**src/rtl/pchk_pkg.sv**
```systemverilog
package pchk_pkg;

  // Width of one overhead byte; also the depth of the mismatch delay line.
  localparam int FRM_W = 8;

  localparam logic [FRM_W-1:0] FRM_A1 = 8'hF6;
  localparam logic [FRM_W-1:0] FRM_A2 = 8'h28;

  typedef enum logic [1:0] {
    MD_PRBS   = 2'b00,
    MD_STATIC = 2'b01,
    MD_SQUARE = 2'b10,
    MD_RSVD   = 2'b11
  } mode_e;

  typedef enum logic [2:0] {
    FS_SEARCH = 3'd0,
    FS_A1B    = 3'd1,
    FS_A1C    = 3'd2,
    FS_A2A    = 3'd3,
    FS_A2B    = 3'd4,
    FS_A2C    = 3'd5
  } fstate_e;

endpackage

```
**src/rtl/pchk_lane.sv**
```systemverilog
module pchk_lane
  import pchk_pkg::*;
#(
  parameter int ORDER = 7,
  parameter int TAP   = 6
) (
  input  logic clk,
  input  logic rst_n,
  input  logic adv_i,
  input  logic bit_i,
  input  logic load_i,
  input  logic lock_i,
  input  logic chk_en_i,
  input  logic frame_en_i,
  output logic flag_o,
  output logic hold_o
);

  localparam int BW = FRM_W;
  localparam int HW = $clog2(BW + 1);
  localparam int CW = $clog2(BW);

  logic [BW-1:0]    win_q, win_nx;
  logic [ORDER-1:0] ref_q, ref_d;
  logic [BW-1:0]    dly_q, dly_d;
  logic [HW-1:0]    hold_q, hold_d;
  logic [CW-1:0]    bc_q, bc_d;
  fstate_e          fst_q, fst_d;
  logic             exp_bit, mis;
  logic [BW-1:0]    want;

  // Reference step and compare
  always_comb begin
    win_nx  = {win_q[BW-2:0], bit_i};
    exp_bit = ref_q[ORDER-1] ^ ref_q[TAP-1];
    mis     = lock_i & chk_en_i & ~load_i & (bit_i ^ exp_bit);
    ref_d   = load_i ? win_nx[ORDER-1:0] : {ref_q[ORDER-2:0], exp_bit};
    dly_d   = {dly_q[BW-2:0], mis};
  end

  // Framing detector next state
  always_comb begin
    want   = ((fst_q == FS_A1B) || (fst_q == FS_A1C)) ? FRM_A1 : FRM_A2;
    fst_d  = fst_q;
    bc_d   = bc_q;
    hold_d = hold_q;
    if (adv_i) begin
      hold_d = (hold_q != '0) ? hold_q - HW'(1) : '0;
      if (fst_q == FS_SEARCH) begin
        if (win_nx == FRM_A1) begin
          fst_d  = FS_A1B;
          bc_d   = '0;
          hold_d = HW'(BW);
        end
      end else if (bc_q == CW'(BW - 1)) begin
        bc_d = '0;
        if (win_nx == want) begin
          hold_d = HW'(BW);
          fst_d  = (fst_q == FS_A2C) ? FS_SEARCH : fstate_e'(fst_q + 3'd1);
        end else begin
          fst_d = FS_SEARCH;
        end
      end else begin
        bc_d = bc_q + CW'(1);
      end
    end
    if (!frame_en_i) begin
      fst_d  = FS_SEARCH;
      bc_d   = '0;
      hold_d = '0;
    end
  end

  always_ff @(posedge clk or negedge rst_n) begin
    if (!rst_n) begin
      win_q <= '0;
      ref_q <= '0;
      dly_q <= '0;
    end else if (adv_i) begin
      win_q <= win_nx;
      ref_q <= ref_d;
      dly_q <= dly_d;
    end
  end

  always_ff @(posedge clk or negedge rst_n) begin
    if (!rst_n) begin
      fst_q  <= FS_SEARCH;
      bc_q   <= '0;
      hold_q <= '0;
    end else begin
      fst_q  <= fst_d;
      bc_q   <= bc_d;
      hold_q <= hold_d;
    end
  end

  assign flag_o = dly_q[BW-1] & (hold_q == '0);
  assign hold_o = (hold_q != '0);

endmodule

```
**config.mk**
```make
export PLATFORM = sky130hd
export DESIGN_NAME = pchk_lane
export DESIGN_NICKNAME = d
export VERILOG_FILES = /design/src/rtl/pchk_pkg.sv /design/src/rtl/pchk_lane.sv
export SDC_FILE = /design/constraint.sdc
export NUM_CORES = 1
export LEC_CHECK = 0
export ABC_CLOCK_PERIOD_IN_PS = 2110
export CORE_UTILIZATION = 38
export CTS_CLUSTER_SIZE = 16
export DETAILED_ROUTE_END_ITERATION = 10
export GPL_TIMING_DRIVEN = 1
export PLACE_DENSITY = 0.53
export SETUP_SLACK_MARGIN = 0.02
export SYNTH_ARGS = -nofsm -noshare
export SYNTH_HDL_FRONTEND = slang
export SYNTH_SLANG_ARGS = --single-unit
```
**constraint.sdc**
```tcl
create_clock -name clk -period 2.11 [get_ports clk]
set_input_delay 0.422 -clock clk [delete_from_list [all_inputs] [get_ports clk]]
set_output_delay 0.422 -clock clk [all_outputs]
set_load 0.02 [all_outputs]
```
* Word level (Yosys, flattened, before mapping)
Cells that the tools add are included.
Cells by class: add/subtract/negate cells 3, equality and inequality tests 9, reduce and logical (&&, ||, !) cells 6, bitwise logic cells 7, mux-type cells 21
Operators by type and width (count):
- $mux 3 | 12
- $mux 4 | 7
- $eq 8x8->1 | 1
- $eq 8x8->1 const B | 1
- $mux 8 | 1
- $mux 7 | 1
- $add 3x1->3 const B | 2
- $eq 3x3->1 const B | 2
- $and 1x1->1 | 4
- $logic_not 4->1 | 1
- $reduce_bool 4->1 | 1
- $sub 4x1->4 const B | 1
- $eq 3x1->1 const B | 1
- $eq 3x2->1 const B | 1
- $logic_not 3->1 | 1
- $ne 3x1->1 const B | 1
- $ne 3x2->1 const B | 1
- $reduce_and 3->1 | 1
- $ne 2x2->1 const B | 1
- $reduce_and 2->1 | 1
- $xor 1x1->1 | 2
- $logic_or 1x1->1 | 1
- $not 1->1 | 1
Word-level totals: register bits after elaboration 32, word-level logic and storage cells 52, output and inout port bits 2

* Logic depth before layout (Yosys ltp)
depth in word-level cells 9, mapped depth 7

* Worst setup path before layout
Ideal clock, no wire load.
path kind reg-to-reg, from register win_q[2], to register fst_q[2], data arrival time 1524 ps, path slack 459 ps, cell stages (with the launch flop) 6, clock period less this slack 1651 ps, library setup time 127 ps, data required time 1983 ps, cells stage by stage dfrtp_1 nand4b_1 or3_4 o31ai_4 a21boi_2 o22ai_1
Between the ends: word-level cells in the longest chain between the ends 6, elaborated cells on any way between the ends 9
Ends and longest elaborated chain:
- start: declaration | RTL line pchk_lane.sv:23 | logic [BW-1:0] win_q, win_nx;
- start signal: assignment | RTL line pchk_lane.sv:80 | win_q <= win_nx;
- $eq 8x8->1 | RTL line pchk_lane.sv:57 | if (win_nx == want) begin
- $mux 3 | RTL line pchk_lane.sv:57
- $mux 3 | RTL line pchk_lane.sv:55 | end else if (bc_q == CW'(BW - 1)) begin
- $mux 3 | RTL line pchk_lane.sv:49 | if (fst_q == FS_SEARCH) begin
- $mux 3 | RTL line pchk_lane.sv:47 | if (adv_i) begin
- $mux 3 | RTL line pchk_lane.sv:67 | if (!frame_en_i) begin
- end signal: assignment | RTL line pchk_lane.sv:92 | fst_q <= fst_d;
- end: declaration | RTL line pchk_lane.sv:28 | fstate_e fst_q, fst_d;
Several ways; a longest one is shown, not always the timed one. The select of a mux whose other input is x is not followed. A chain may end at the register's enable or synchronous reset.

* Worst setup path after layout
from register hold_q[0], to output flag_o
Between the ends: word-level cells in the longest chain between the ends 2
Ends and longest elaborated chain:
- start: declaration | RTL line pchk_lane.sv:26 | logic [HW-1:0] hold_q, hold_d;
- start signal: assignment | RTL line pchk_lane.sv:94 | hold_q <= hold_d;
- $logic_not 4->1 | RTL line pchk_lane.sv:98 | assign flag_o = dly_q[BW-1] & (hold_q == '0);
- $and 1x1->1 | RTL line pchk_lane.sv:98
- end: declaration | RTL line pchk_lane.sv:15 | output logic flag_o,
No other way between the ends.

==> results.json <==
{
  "r2r_slack_ns": 0.30,
  "numCtsBuffers": 5,
  "ant_nets": 0,
  "max_stage_delay_ns": 0.40,
  "path_clk_slew_ns": 0.07,
  "syn_avg_cell_area_um2": 10.91,
  "reg2reg_depth": 5,
  "ir_drop_uv": 473.6,
  "drt-total-wl_um": 2888,
  "path_buf_inv": 2,
  "powerDensity_nw_per_um2": 900.4,
  "grt_use_total": 0.1547,
  "finalNetCount": 175,
  "skew_ns": 0.003901,
  "die_h_um": 67.40,
  "place.gp.congestion": 0.7832,
  "worstPathRequired_ns": 1.69,
  "initial_core_util": 0.4006,
  "wl_per_cell_um": 13.50,
  "synth_warnings": 0,
  "rows": 23,
  "use_met1": 0.1844,
  "hold_buffers": 0,
  "hold_ws_ns": 0.4820,
  "placed_area_um2": 1793,
  "tightestPinTransition_ns": 0.5394,
  "r2r-start": "win_q[1]",
  "post_cts_buffers": 0,
  "grtUsageMet3": 0.05068,
  "layout-drive-gt1-share": 0.2195,
  "critical-path-top-delay-family": "buffers and inverters",
  "diodes": 0,
  "fin_area_um2": 1883,
  "cts_resized": 2,
  "worstHoldStart": "dly_q[6]",
  "root_buffer": "clkbuf_8",
  "syn_nets": 161,
  "floorplan.io_pins": 10,
  "dr.pass1.iters": 4,
  "rsz0062_at_grt": "false",
  "cts_sinks": 32,
  "hpwl_um": 2042,
  "yosysSeqAreaShare": 0.4927,
  "dieArea_um2": 4543,
  "crit_arrival_ns": 1.50,
  "core_area_um2": 4058,
  "cp-start-kind": "register",
  "fp.dieW_um": 67.40,
  "power.leakage_nw": 0.8374,
  "cts_max_path_buffers": 2,
  "holdPathStages": 2,
  "synth_top_area_frac": 0.4927,
  "synthDistinctLibCells": 35,
  "power_mw": 1.695,
  "post-route-period-util": 0.9121,
  "hold_path.class": "register to register",
  "critPathSlowestCell": "dfrtp_1",
  "port_buffers": 9,
  "vias": 1129,
  "fillers": 398,
  "path_depth": 5,
  "cp-end-kind": "primary output",
  "grt_use_met2": 0.2550,
  "slew_headroom": 0.6393,
  "critical_path.cell_chain": "inv_1 -> ha_1 -> nand2_1 -> nor2_1 -> dlygate4sd2_1",
  "setup_viol": 0,
  "viasPerCell": 5.276,
  "fmax_ghz": 0.5196,
  "ys_ff_latch": 32,
  "synthArstFlopShare": 1.000,
  "cts_tree": "built",
  "grt_start_max_net_pins": 33,
  "ys_top_cells_by_area": "dfrtp_1 (49%), mux2_2 (9.0%), mux2i_1 (4.3%)",
  "postSynthCellCount": 149,
  "status": "completed",
  "slew_viol_final": 0,
  "clk_latency_ns": 0.28,
  "area_growth_syn_to_layout_pct": 15.86,
  "hold_end": "dly_q[7]",
  "drc": 0,
  "timing.final.crit_period_ns": 1.925,
  "h-tree-depth": 2,
  "overflow": 0,
  "grt_antenna_before_repair": 0,
  "grt_pass1_wl_um": 5119,
  "ys.flop_type": "dfrtp_1",
  "synthesis.area_um2": 1625,
  "worstSetupPathType": "register to primary output",
  "busiest_layer": "met2",
  "crit_path_max_fanout": 5,
  "yosysTopAreaCell": "dfrtp_1",
  "drtIter0Drc": 53,
  "synth_edf_count": 0,
  "hold_viol": 0,
  "grt_pass1_vias": 1173,
  "r2r-end": "fst_q[1]",
  "cap_violations": 0
}
-- worst min-delay path: stages, from the launching register on --
cell     delay, ns
dfrtp_1       0.34
nand2_1       0.05
o21ai_0       0.06
-- cell type report --
cell class | instances | area [µm²] | area share
Clock inverter | 3 | 23.77 | 0.01262
Multi-Input combinational cell | 102 | 768.2 | 0.4080
Clock buffer | 5 | 68.82 | 0.03654
Inverter | 7 | 26.28 | 0.01395
Sequential cell | 32 | 800.8 | 0.4252
Timing Repair Buffer | 15 | 132.6 | 0.07043
Tap cell | 50 | 62.56 | 0.03322
-- cell usage in the layout, fill, tap and decap left out, drive strengths merged, types with 5 or more instances in the layout --
| cell | Yosys | final |
|---|---|---|
| a21oi | 10 | 10 |
| buf | 0 | 6 |
| clkbuf | 8 | 5 |
| clkdlybuf4s50 | 0 | 7 |
| dfrtp | 32 | 32 |
| inv | 7 | 7 |
| mux2 | 14 | 14 |
| mux2i | 7 | 7 |
| nand2 | 13 | 13 |
| nor2 | 12 | 12 |
| o22ai | 5 | 5 |
-- logic make-up after synthesis --
logic type,share of synthesized area
xor+xnor,0.01078
flops,0.4927
mux,0.1424
simple gates,0.1540
compound gates,0.1347
buf+inv,0.03465
fa+ha+maj,0.03079
-- how the worst max path moves through the flow --
stage	start	end	slack [ns]
2_1_floorplan	win_q[2]	fst_q[2]	0.46
4_1_cts	hold_q[0]	flag_o	0.17
3_3_place_gp	bit_i	fst_q[2]	0.0008
3_5_place_dp	bit_i	fst_q[2]	-0.04
6_report	hold_q[0]	flag_o	0.19
5_1_grt	hold_q[0]	flag_o	0.06
-- sequential cells by signal, summed over array words and instances, names as in the netlist --
name,cells
dly_q,8
ref_q,7
win_q,7
hold_q,4
bc_q,3
fst_q,3
-- through the flow --
step	worst slack (ns)	util	TNS, ns	std cells
3_3_place_gp	0.0008209	0.4419	0	206
2_1_floorplan	0.4593	-	0	149
3_5_place_dp	-0.03559	0.4419	-0.08471	206
6_report	0.1854	0.4641	0	214
4_1_cts	0.1681	0.4641	0	214
5_1_grt	0.05811	0.4641	0	214
-- layer usage --
layer	part of all wire	wire, µm
met5	0	0
met2	0.49	1404
met4	0.011	33
met1	0.47	1362
met3	0.030	88
-- power breakdown --
group	switching, mW	internal, mW
sequential	0.0863	0.718
combinational	0.222	0.207
clock	0.230	0.233
total	0.538	1.16
-- cells in the mapped netlist (all sizes together), types with 2 or more instances --
cell    instances
clkbuf          8
o31ai           2
mux2i           7
nor2b           3
nand4b          4
o21ai           3
nand2          13
inv             7
nor2           12
a21oi          10
o22ai           5
nand3           3
nand2b          4
mux2           14
dfrtp          32
nor3            2
a32oi           3
ha              4
or3             2
Note: power is estimated with default switching activity, not from simulation.
